`src/rtl/tg_pkg.sv`:
```
// Package: shared types and constants for the thermal guard.
// Assumes: cause codes are consumed by a neighbouring reset-cause register.
package tg_pkg;
    localparam int CAUSE_W = 4;
    localparam logic [CAUSE_W-1:0] CAUSE_LOCAL  = 4'd4;
    localparam logic [CAUSE_W-1:0] CAUSE_REMOTE = 4'd5;

    typedef enum logic {
        ST_RUN = 1'b0,
        ST_OFF = 1'b1
    } tg_state_e;
endpackage

```
`src/rtl/tg_trip_detect.sv`:
```
// Module: tg_trip_detect
// Compares both signed readings against their limits and picks the cause.
// The board sensor wins when both are hot. The output is qualified by arm.
// Assumes: the readings are already synchronous to clk.
module tg_trip_detect
    import tg_pkg::*;
#(
    parameter int TEMP_W       = 12,
    parameter int LOCAL_LIMIT  = 85,
    parameter int REMOTE_LIMIT = 100
) (
    input  logic                     arm,
    input  logic signed [TEMP_W-1:0] local_temp,
    input  logic signed [TEMP_W-1:0] remote_temp,
    output logic                     fire,
    output logic [CAUSE_W-1:0]       cause
);
    localparam logic signed [TEMP_W-1:0] LOC_LIM = $signed(TEMP_W'(LOCAL_LIMIT));
    localparam logic signed [TEMP_W-1:0] REM_LIM = $signed(TEMP_W'(REMOTE_LIMIT));

    logic loc_hot;
    logic rem_hot;

    // Strict signed comparison against each limit.
    always_comb begin
        loc_hot = (local_temp  > LOC_LIM);
        rem_hot = (remote_temp > REM_LIM);
    end

    // Fire qualification and cause priority (board sensor first).
    always_comb begin
        fire  = arm && (loc_hot || rem_hot);
        cause = loc_hot ? CAUSE_LOCAL : CAUSE_REMOTE;
    end
endmodule

```
`src/rtl/tg_len_ctrl.sv`:
```
// Module: tg_len_ctrl
// Holds the cooldown length. Grows it by a step, with a clamp, when power
// is restored. Returns it to the minimum once the run-time stability window
// completes without a trip.
// Assumes: restore and running are never high in the same cycle.
module tg_len_ctrl #(
    parameter int CNT_W       = 9,
    parameter int CD_MIN      = 5,
    parameter int CD_STEP     = 30,
    parameter int CD_MAX      = 300,
    parameter int STABLE_SECS = 300
) (
    input  logic             clk,
    input  logic             rst_n,
    input  logic             tick,
    input  logic             running,
    input  logic             restore,
    output logic [CNT_W-1:0] len
);
    localparam int WIN_W = $clog2(STABLE_SECS + 1);
    localparam logic [WIN_W-1:0] WIN_END  = WIN_W'(STABLE_SECS);
    localparam logic [WIN_W-1:0] WIN_LAST = WIN_W'(STABLE_SECS - 1);

    logic [WIN_W-1:0] win_cnt;
    logic [CNT_W:0]   sum;
    logic [CNT_W-1:0] grown;
    logic             expire;

    // Next length after a cooldown, clamped to the ceiling.
    always_comb begin
        sum   = {1'b0, len} + (CNT_W+1)'(CD_STEP);
        grown = (sum > (CNT_W+1)'(CD_MAX)) ? CNT_W'(CD_MAX) : sum[CNT_W-1:0];
    end

    // Window completes on the tick that brings the count to its end.
    always_comb expire = running && tick && (win_cnt == WIN_LAST);

    // Stability window counter: cleared on restore, saturates at its end.
    always_ff @(posedge clk) begin
        if (!rst_n || restore)
            win_cnt <= '0;
        else if (running && tick && win_cnt != WIN_END)
            win_cnt <= win_cnt + 1'b1;
    end

    // Length register: grow on restore, fall back to minimum on expiry.
    always_ff @(posedge clk) begin
        if (!rst_n)
            len <= CNT_W'(CD_MIN);
        else if (restore)
            len <= grown;
        else if (expire)
            len <= CNT_W'(CD_MIN);
    end

    AST_LEN_BOUNDS: assert property (@(posedge clk) disable iff (!rst_n)
        (len >= CNT_W'(CD_MIN)) && (len <= CNT_W'(CD_MAX)));
    AST_LEN_STEP: assert property (@(posedge clk) disable iff (!rst_n)
        !$stable(len) |-> (len == CNT_W'(CD_MIN) || len == CNT_W'(CD_MAX) ||
                           int'(len) == int'($past(len)) + CD_STEP));
    AST_WIN_RESET: assert property (@(posedge clk) disable iff (!rst_n)
        $past(restore) |-> (win_cnt == '0));
endmodule

```
`src/rtl/tg_off_timer.sv`:
```
// Module: tg_off_timer
// Counts down the cooldown in 1 Hz ticks and flags the tick that ends it.
// Assumes: the loaded value is at least 1.
module tg_off_timer #(
    parameter int CNT_W  = 9,
    parameter int CD_MAX = 300
) (
    input  logic             clk,
    input  logic             rst_n,
    input  logic             tick,
    input  logic             active,
    input  logic             load,
    input  logic [CNT_W-1:0] load_val,
    output logic             done
);
    logic [CNT_W-1:0] remain;

    // Final tick of the cooldown.
    always_comb done = active && tick && (remain == CNT_W'(1));

    // Remaining-seconds counter: load on trip, decrement on each tick.
    always_ff @(posedge clk) begin
        if (!rst_n)
            remain <= '0;
        else if (load)
            remain <= load_val;
        else if (active && tick && remain != '0)
            remain <= remain - 1'b1;
    end

    AST_REMAIN_BOUND: assert property (@(posedge clk) disable iff (!rst_n)
        remain <= CNT_W'(CD_MAX));
    AST_ACTIVE_NONZERO: assert property (@(posedge clk) disable iff (!rst_n)
        (active && !$past(load) && $past(active)) |-> (remain != '0));
endmodule

```
`src/rtl/thermal_guard.sv`:
```
// Module: thermal_guard (top)
// Removes primary power when a temperature limit is exceeded, holds it off
// for an escalating cooldown, then restores it. Emits a trip pulse with a
// cause code for the reset-cause logic.
// Assumes: tick_1hz is a single-cycle strobe; readings are synchronous.
module thermal_guard
    import tg_pkg::*;
#(
    parameter int TEMP_W       = 12,
    parameter int LOCAL_LIMIT  = 85,
    parameter int REMOTE_LIMIT = 100,
    parameter int CD_MIN       = 5,
    parameter int CD_STEP      = 30,
    parameter int CD_MAX       = 300,
    parameter int STABLE_SECS  = 300,
    parameter int CNT_W        = $clog2(CD_MAX + 1)
) (
    input  logic                     clk,
    input  logic                     rst_n,
    input  logic                     tick_1hz,
    input  logic                     prot_en,
    input  logic signed [TEMP_W-1:0] local_temp,
    input  logic signed [TEMP_W-1:0] remote_temp,
    output logic                     pwr_en,
    output logic                     trip_pulse,
    output logic [3:0]               trip_cause,
    output logic [CNT_W-1:0]         cooldown_secs
);
    tg_state_e        state;
    logic             arm;
    logic             fire;
    logic [CAUSE_W-1:0] fire_cause;
    logic             done;
    logic [CNT_W-1:0] len;

    // Detection is armed only while powered and enabled.
    always_comb arm = prot_en && (state == ST_RUN);

    tg_trip_detect #(
        .TEMP_W      (TEMP_W),
        .LOCAL_LIMIT (LOCAL_LIMIT),
        .REMOTE_LIMIT(REMOTE_LIMIT)
    ) u_detect (
        .arm        (arm),
        .local_temp (local_temp),
        .remote_temp(remote_temp),
        .fire       (fire),
        .cause      (fire_cause)
    );

    tg_off_timer #(
        .CNT_W (CNT_W),
        .CD_MAX(CD_MAX)
    ) u_timer (
        .clk     (clk),
        .rst_n   (rst_n),
        .tick    (tick_1hz),
        .active  (state == ST_OFF),
        .load    (fire),
        .load_val(len),
        .done    (done)
    );

    tg_len_ctrl #(
        .CNT_W      (CNT_W),
        .CD_MIN     (CD_MIN),
        .CD_STEP    (CD_STEP),
        .CD_MAX     (CD_MAX),
        .STABLE_SECS(STABLE_SECS)
    ) u_len (
        .clk    (clk),
        .rst_n  (rst_n),
        .tick   (tick_1hz),
        .running(state == ST_RUN),
        .restore(done),
        .len    (len)
    );

    // Power state machine with the registered trip pulse and cause.
    always_ff @(posedge clk) begin
        if (!rst_n) begin
            state      <= ST_RUN;
            trip_pulse <= 1'b0;
            trip_cause <= '0;
        end else begin
            trip_pulse <= 1'b0;
            case (state)
                ST_RUN: if (fire) begin
                    state      <= ST_OFF;
                    trip_pulse <= 1'b1;
                    trip_cause <= fire_cause;
                end
                ST_OFF: if (done) state <= ST_RUN;
                default: state <= ST_RUN;
            endcase
        end
    end

    // Outputs taken straight from state.
    always_comb begin
        pwr_en        = (state == ST_RUN);
        cooldown_secs = len;
    end

    AST_PULSE_ONE_CYCLE: assert property (@(posedge clk) disable iff (!rst_n)
        trip_pulse |=> !trip_pulse);
    AST_PULSE_DROPS_POWER: assert property (@(posedge clk) disable iff (!rst_n)
        trip_pulse |-> !pwr_en);
    AST_CAUSE_CODE: assert property (@(posedge clk) disable iff (!rst_n)
        trip_pulse |-> (trip_cause == CAUSE_LOCAL || trip_cause == CAUSE_REMOTE));
    AST_TRIP_NEEDS_ENABLE: assert property (@(posedge clk) disable iff (!rst_n)
        trip_pulse |-> $past(prot_en));
    AST_OFF_IGNORES_TEMP: assert property (@(posedge clk) disable iff (!rst_n)
        (!pwr_en && !$past(pwr_en)) |-> !trip_pulse);
endmodule

```
`config.mk`:
```
export PLATFORM = sky130hd
export DESIGN_NAME = thermal_guard
export DESIGN_NICKNAME = d
export VERILOG_FILES = /design/src/rtl/tg_pkg.sv /design/src/rtl/tg_trip_detect.sv /design/src/rtl/tg_len_ctrl.sv /design/src/rtl/tg_off_timer.sv /design/src/rtl/thermal_guard.sv
export SDC_FILE = /design/constraint.sdc
export NUM_CORES = 1
export LEC_CHECK = 0
export BUFFER_PORTS_ARGS = -buffer_cell sky130_fd_sc_hd__buf_2
export CAP_MARGIN = 30
export CORE_ASPECT_RATIO = 1.5
export CORE_MARGIN = 2
export CORE_UTILIZATION = 40
export DETAILED_ROUTE_END_ITERATION = 10
export SLEW_MARGIN = 10
export SYNTH_ARGS = -nofsm -noshare
export SYNTH_HDL_FRONTEND = slang
export SYNTH_HIERARCHICAL = 1
export SYNTH_SLANG_ARGS = --single-unit
```
`constraint.sdc`:
```
create_clock -name clk -period 2.6 [get_ports clk]
set_clock_uncertainty 0.1 [all_clocks]
set_input_delay 0.39 -clock clk [delete_from_list [all_inputs] [get_ports clk]]
set_output_delay 0.39 -clock clk [all_outputs]
set_load 0.01 [all_outputs]
```
==> impl_metrics.json, run 1 <==
{
  "synth_top_flop_cell": "dfxtp_1",
  "required_ns": 2.67,
  "drv_cap": 0,
  "io_buffers": 41,
  "synth_most_common_cell": "dfxtp_1",
  "internal-power_mw": 0.8138,
  "syn_inst": 248,
  "drc": 0,
  "place_area_sq_mm": 0.002326,
  "synth.mux.area_fraction": 0.01944,
  "hpwl_microns": 3601,
  "core_area_sq_mm": 0.005045,
  "end_kind": "register",
  "tns_ns": 0,
  "timing.final.crit_share": 0.8638,
  "dieHeight_microns": 91.88,
  "max_freq_mhz": 445.3,
  "rows": 32,
  "start_util": 0.4082,
  "viasPerCell": 5.231,
  "hold_class": "reg -> reg",
  "netlist_area_sq_mm": 0.002059,
  "start_kind": "register",
  "final_nets": 325,
  "slew_headroom": 0.6272,
  "synthSimpleGateAreaFrac": 0.2655,
  "synth-adder-area-share": 0.03645,
  "cts_resized": 0,
  "synth_edf_count": 0,
  "p_switching_mw": 0.3150,
  "drive_above_1_share": 0.2260,
  "min_period_ns": 2.246,
  "crit_arrival_ns": 2.32,
  "cts_buffers": 5,
  "synthTopCellsByCount": "dfxtp_1, nand2_1, nor2_1",
  "wl_per_cell_microns": 13.27,
  "synthArstFlopShare": 0,
  "crit_path_max_fanout": 7,
  "htreeDepth": 2,
  "worstSetupPathType": "reg -> reg",
  "postCtsSetupBuffers": 0,
  "setup_slack_ns": 0.3541,
  "place_ws_ns": 0.4087,
  "track_usage": 0.1740,
  "cts_sinks": 33,
  "io_pins": 43,
  "hold_buffers": 0,
  "yosysWarnings": 6,
  "dr.pass1.iters": 4,
  "clock_path_buffers": 2,
  "synth_top_area_frac": 0.3208,
  "switching_share": 0.2790,
  "dp_cells": 352,
  "grt.overflow.total": 0,
  "clkSlewWorstSetupHoldPaths_ns": 0.07,
  "fin_hold_ws_ns": 0.3584,
  "stdcell_count": 360,
  "synth_top_family_by_area": "simple AND/OR/NAND/NOR gates",
  "avgSynthCellArea_sq_um": 8.304,
  "synth.area.top_cells": "dfxtp_1, nand2_1, ha_1",
  "die_x_microns": 62.59,
  "diodes": 0,
  "slew_viol_final": 0,
  "syn_to_final_growth_pct": 17.01,
  "grt_pass1_wl_microns": 8052,
  "clockRootBuffer": "clkbuf_8",
  "die_area_sq_mm": 0.005750,
  "seq_area_frac_synth": 0.3208,
  "fin_area_sq_mm": 0.002410,
  "combPwrFrac": 0.186,
  "via_count": 1883,
  "vdd_drop_max_v": 0.0003132,
  "synth_xor_area_frac": 0.06379,
  "setup_viol": 0,
  "p_leak_nw": 0.9722,
  "p_clk_frac": 0.323,
  "globalplace.congestion": 0.7670,
  "rsz0062_at_grt": "no",
  "worst_pin_slew_ns": 0.5581,
  "ys_seq_elements": 33,
  "synth_compound_area_frac": 0.2242,
  "antenna_found_initial": 0,
  "status": "finished clean",
  "power_density_mw_per_mm2": 468.4,
  "grt_max_degree": 32,
  "yosysUniqueCellTypes": 60,
  "seqPwrFrac": 0.491,
  "yosysTopAreaCell": "dfxtp_1",
  "route.final.wire_length_microns": 4776,
  "drt_iter0_drc": 71,
  "fillers": 535,
  "cts_tree": "built",
  "ant_nets": 0,
  "fin_util": 0.4777,
  "final-hold-violation-count": 0,
  "grt_pass1_vias": 1769,
  "p_total_mw": 1.129,
  "clk_latency_ns": 0.28
}
-- critical path: stages (launching register included) --
cell and delay [ns]:
dfxtp_1 0.31, inv_1 0.08, ha_1 0.32, nor3b_2 0.40, nand3_1 0.19, xor2_1 0.40, a31oi_4 0.10, a32o_1 0.23
-- registers in the layout, summed over array words and instances, names as in the netlist --
register and flops:
u_len/win_cnt 9, u_timer/remain 9, trip_cause 4, u_len/len 9, trip_pulse 1, state 1
-- path summary, 6_finish.rpt --
path | slack (ns) | to | start | cells past startpoint
worst max-delay path | 0.35 | u_len/len[5] | u_len/len[2] | 7
worst min-delay path | 0.36 | trip_cause[0] | trip_cause[0] | 2
worst max register to register | 0.35 | u_len/len[5] | u_len/len[2] | 7
worst min register to register | 0.36 | trip_cause[0] | trip_cause[0] | 2
-- layout make-up --
type | instances | area [sq um] | area share
Clock buffer | 7 | 76.32 | 0.03167
Clock inverter | 1 | 7.507 | 0.003115
Inverter | 17 | 63.81 | 0.02648
Multi-Input combinational cell | 187 | 1266 | 0.5254
Sequential cell | 33 | 660.6 | 0.2741
Tap cell | 68 | 85.08 | 0.03531
Timing Repair Buffer | 47 | 250.2 | 0.1038
-- logic make-up (layout without fill, tap and decap cells) --
kind of cell / after synthesis / after routing
fa+ha+maj: 6 / 6
xor+xnor: 15 / 15
other cells: 2 / 3
mux: 4 / 4
simple gates: 99 / 99
flops: 33 / 33
buf+inv: 29 / 72
compound gates: 60 / 60
-- power groups by stage --
stage,combinational (mW),clock (mW),sequential [mW]
global placement,0.207,0,0.565
floorplan,0.154,0,0.563
global route,0.235,0.403,0.558
detailed placement,0.210,0,0.566
finish,0.210,0.364,0.555
CTS,0.211,0.382,0.555
-- cell usage in the layout, fill, tap and decap left out, types with 3 or more instances in the layout --
cell type,count
a31oi_1,4
and2_1,6
o21a_1,5
nor4_1,4
clkbuf_8,5
inv_1,17
xor2_1,7
xnor2_1,8
dfxtp_1,33
buf_4,6
mux2i_1,4
ha_1,6
buf_2,41
o21ai_0,13
a311oi_1,6
nand2_1,30
nand3_1,11
nor3_1,5
a21oi_1,7
nor2b_1,3
nor2_1,18
conb_1,3
nand4_1,4
-- layer usage --
metal  up-vias  global-route usage  share of wire
met3        11             0.03313          0.025
met5         -                   0              0
met2        25              0.3100           0.52
met1       877              0.2054           0.44
li1        970                   -              -
met4         0             0.06296          0.019
Note: power is estimated with default switching activity, not from simulation.
==> run 2, diff against run 1 <==
- CELL_PAD_IN_SITES_DETAIL_PLACEMENT: not set -> 0
- CELL_PAD_IN_SITES_GLOBAL_PLACEMENT: not set -> 1
- PLACE_DENSITY_LB_ADDON: not set -> 0.1
==> run 2 against run 1 <==
Die area stayed put. Combinational power is 6% higher. Global-route usage grew 1.2 points. Critical path depth unchanged.
==> impl_metrics.json, run 2 (synthesis gave the netlist of run 1 again) <==
{
  "hold_end": "u_len/len[7]",
  "globalplace.congestion": 0.8057,
  "ant_nets": 0,
  "route.final.wire_length_microns": 5093,
  "wl_per_cell_microns": 14.15,
  "start_util": 0.4082,
  "hpwl_microns": 3900,
  "hold_class": "in -> reg",
  "clkSlewWorstSetupHoldPaths_ns": 0.07,
  "htreeDepth": 2,
  "setup_viol": 0,
  "postCtsSetupBuffers": 0,
  "rr_startpoint": "u_timer/remain[4]",
  "antenna_found_initial": 0,
  "drv_cap": 0,
  "place_area_sq_mm": 0.002333,
  "largestRegisters": "u_len/len x9, u_len/win_cnt x9, u_timer/remain x9",
  "core_area_sq_mm": 0.005045,
  "cts_sinks": 33,
  "clockRootBuffer": "clkbuf_8",
  "rsz0062_at_grt": "no",
  "drt_iter0_drc": 82,
  "die_area_sq_mm": 0.005750,
  "timing.final.crit_share": 0.8596,
  "multi_input_area_sq_mm": 0.001266,
  "rows": 32,
  "io_pins": 43,
  "status": "finished clean",
  "use_met1": 0.2041,
  "clk_latency_ns": 0.29,
  "clock_path_buffers": 2,
  "cts_tree": "built",
  "grt_max_degree": 22,
  "crit_path_start": "u_timer/remain[4]",
  "hold_buffers": 0,
  "diodes": 0,
  "crit_path_max_fanout": 8,
  "met3_usage": 0.04172,
  "r2r-end": "u_len/len[4]",
  "track_usage": 0.1859,
  "vdd_drop_max_v": 0.0001786,
  "viasPerCell": 5.411,
  "final_cell_mix": "buf_2, dfxtp_1, nand2_1",
  "final-hold-violation-count": 0,
  "cts_resized": 0,
  "dieHeight_microns": 91.88,
  "grt.overflow.total": 0,
  "p_leak_nw": 0.9827,
  "slew_viol_final": 0,
  "start_kind": "register",
  "worst_pin_slew_ns": 0.5822,
  "slew_headroom": 0.6111,
  "reg2reg_depth": 7,
  "end_kind": "register",
  "hold_start": "rst_n",
  "grt_pass1_wl_microns": 8528,
  "drive_above_1_share": 0.2295,
  "die_x_microns": 62.59,
  "required_ns": 2.72,
  "fin_area_sq_mm": 0.002420,
  "layout_commonest_cell": "buf_2",
  "io_buffers": 41,
  "cts_buffers": 5,
  "met2_usage": 0.3441,
  "tns_ns": 0,
  "fillers": 522,
  "power_density_mw_per_mm2": 482.6,
  "top_usage_layer": "met2",
  "drc": 0,
  "final_nets": 326,
  "holdPathStages": 2,
  "via_count": 1948,
  "min_period_ns": 2.235,
  "seqCellArea_sq_um": 660.6,
  "crit_arrival_ns": 2.35,
  "dr.pass1.iters": 4,
  "rrSetupSlack_ns": 0.37,
  "max_freq_mhz": 447.4,
  "syn_to_final_growth_pct": 17.50,
  "grt_pass1_vias": 1862,
  "worstSetupPathType": "reg -> reg"
}
-- run 2: cell types whose count changed in the layout (fill, tap and decap cells not counted) --
cell | previous run | this run
buf_4 | 6 | 7
clkbuf_1 | 2 | 1
clkbuf_8 | 5 | 6
clkinvlp_4 | 1 | 0
-- run 2: through the flow --
| step | instances | util | hold slack, ns | setup WS (ns) | total power, mW |
|---|---|---|---|---|---|
| after CTS | 360 | 0.4797 | 0.3446 | 0.4111 | 1.183 |
| after global routing | 360 | 0.4797 | 0.3574 | 0.1817 | 1.237 |
| after detailed placement | 353 | 0.4626 | 0.3456 | 0.4345 | 0.7863 |
| after floorplan | 249 | - | 0.3773 | 0.4919 | 0.7171 |
| after global placement | 353 | 0.4626 | 0.3422 | 0.4477 | 0.7850 |
| final | 360 | 0.4797 | 0.3515 | 0.3650 | 1.168 |
-- run 2: critical path, cell delays in order, from the launching register on --
cell and delay [ns]:
dfxtp_1 0.38, nor4_4 0.36, nand4_1 0.16, nor2_1 0.35
buf_4 0.24, and2_1 0.27, o21ai_0 0.15, o21ai_0 0.15
-- run 2: how the worst max path moves through the flow --
stage / to / slack (ns) / cells after the start
floorplan: u_len/len[5] / 0.49 / 7
global placement: u_len/len[5] / 0.45 / 7
detailed placement: u_len/len[2] / 0.43 / 7
CTS: u_len/len[4] / 0.41 / 7
global route: u_len/len[4] / 0.18 / 7
finish: u_len/len[4] / 0.37 / 7
-- run 2: per-layer routing --
layer  up-vias  routed length [microns]
met5         -                        0
met4         0                       80
met3         6                      207
met2        41                     2692
met1       926                     2113
li1        975                        -
-- run 2: power breakdown --
part	switching, mW	internal, mW
Clock	0.183	0.210
Sequential	0.0257	0.528
Combinational	0.119	0.103
-- run 2: area by class of cell --
type	count	share of cell area
Multi-Input combinational cell	187	0.5233
Tap cell	68	0.03516
Inverter	17	0.02637
Sequential cell	33	0.2730
Timing Repair Buffer	48	0.1065
Clock buffer	7	0.03568
==> run 3, diff against run 2 <==
- CORE_MARGIN: 2 -> not set
- CORE_UTILIZATION: 40 -> 35
==> run 3 against run 2 <==
Routed wire length is 3.3% higher. Fmax is 1.5% higher. Utilization is 4.1 points lower. Critical path type unchanged. Final cell count is 0.56% higher. Highest routed layer unchanged.
==> impl_metrics.json, run 3 (synthesis gave the netlist of run 1 again) <==
{
  "rsz0062_at_grt": "no",
  "stdcell_count": 362,
  "clockRootBuffer": "clkbuf_8",
  "vdd_drop_max_v": 0.0004257,
  "cts_sinks": 33,
  "cts_resized": 0,
  "grt_max_degree": 32,
  "p_leak_nw": 0.9929,
  "dp_cells": 354,
  "fillers": 589,
  "dieHeight_microns": 95.95,
  "core_area_sq_mm": 0.005574,
  "final_cell_mix": "buf_2, dfxtp_1, nand2_1",
  "hold_start": "trip_cause[2]",
  "hold_class": "reg -> reg",
  "hold_buffers": 0,
  "clock_path_buffers": 2,
  "die_area_sq_mm": 0.006201,
  "worst_pin_slew_ns": 0.5500,
  "drv_cap": 0,
  "power_density_mw_per_mm2": 519.2,
  "globalplace.congestion": 0.7995,
  "via_count": 1879,
  "syn_to_final_growth_pct": 18.71,
  "crit_path_start": "u_len/len[2]",
  "slew_viol_final": 0,
  "drive_above_1_share": 0.2295,
  "fin_hold_ws_ns": 0.3594,
  "max_freq_mhz": 454.0,
  "rows": 33,
  "rr_startpoint": "u_len/len[2]",
  "status": "finished clean",
  "track_usage": 0.1862,
  "required_ns": 2.68,
  "slew_headroom": 0.6326,
  "crit_arrival_ns": 2.28,
  "clk_latency_ns": 0.29,
  "end_kind": "register",
  "drt_iter0_drc": 64,
  "layout_commonest_cell": "buf_2",
  "io_buffers": 41,
  "tns_ns": 0,
  "p_total_mw": 1.269,
  "largestRegisters": "u_len/len x9, u_len/win_cnt x9, u_timer/remain x9",
  "crit_path_max_fanout": 8,
  "diodes": 0,
  "io_pins": 43,
  "die_x_microns": 64.63,
  "route.final.wire_length_microns": 5260,
  "htreeDepth": 2,
  "antenna_found_initial": 0,
  "grt_pass1_vias": 1937,
  "wl_per_cell_microns": 14.53,
  "postCtsSetupBuffers": 0,
  "final_nets": 325,
  "dr.pass1.iters": 4,
  "grt_pass1_wl_microns": 8832,
  "start_util": 0.3695,
  "min_period_ns": 2.202,
  "viasPerCell": 5.191,
  "hpwl_microns": 4018,
  "setup_viol": 0,
  "clkSlewWorstSetupHoldPaths_ns": 0.07,
  "drc": 0,
  "final-hold-violation-count": 0,
  "cts_tree": "built",
  "start_kind": "register",
  "ant_nets": 0,
  "cts_buffers": 5,
  "timing.final.crit_share": 0.8471,
  "worstSetupPathType": "reg -> reg",
  "fin_util": 0.4386,
  "grt.overflow.total": 0
}
==> run 3: where the power goes <==
| part | internal [mW] | total (mW) | switching (mW) |
|---|---|---|---|
| clock network | 0.312 | 0.501 | 0.188 |
| registers | 0.528 | 0.555 | 0.0268 |
| logic | 0.0984 | 0.214 | 0.115 |
| total | 0.939 | 1.27 | 0.330 |
==> run 3: metrics by stage <==
stage | setup slack, ns | cell area (sq um)
4_1_cts | 0.4019 | 2445
6_report | 0.3976 | 2445
5_1_grt | 0.1637 | 2445
3_3_place_gp | 0.4236 | 2328
3_5_place_dp | 0.4131 | 2328
2_1_floorplan | 0.4919 | 2063
==> run 3: area by class of cell <==
cell class / instances / area, sq um / area share
inverters: 17 / 63.81 / 0.02610
repair buffers: 47 / 250.2 / 0.1024
clock inverters: 1 / 30.03 / 0.01228
multi-input cells: 187 / 1266 / 0.5179
clock buffers: 7 / 86.33 / 0.03531
well taps: 70 / 87.58 / 0.03582
flip-flops and latches: 33 / 660.6 / 0.2702
==> run 3: routing by layer <==
layer	wire length [microns]	vias to the layer above	global-route usage	part of all wire
met2	2854	18	0.3491	0.54
met4	117	0	0.09259	0.022
li1	-	965	-	-
met5	0	-	0	0
met3	91	10	0.03318	0.017
met1	2196	886	0.1968	0.42
==> run 3: worst paths after layout <==
kind | slack [ns] | cells past startpoint | to
max | 0.40 | 7 | u_len/len[5]
min | 0.36 | 2 | trip_cause[2]
max reg2reg | 0.40 | 7 | u_len/len[5]
min reg2reg | 0.36 | 2 | trip_cause[2]
==> run 3: worst max-delay path, stage by stage (launching register included) <==
cell	delay, ns
dfxtp_1	0.38
inv_1	0.13
ha_1	0.17
nor3b_2	0.38
nand3_1	0.20
xor2_1	0.40
a31oi_4	0.09
a32o_1	0.24
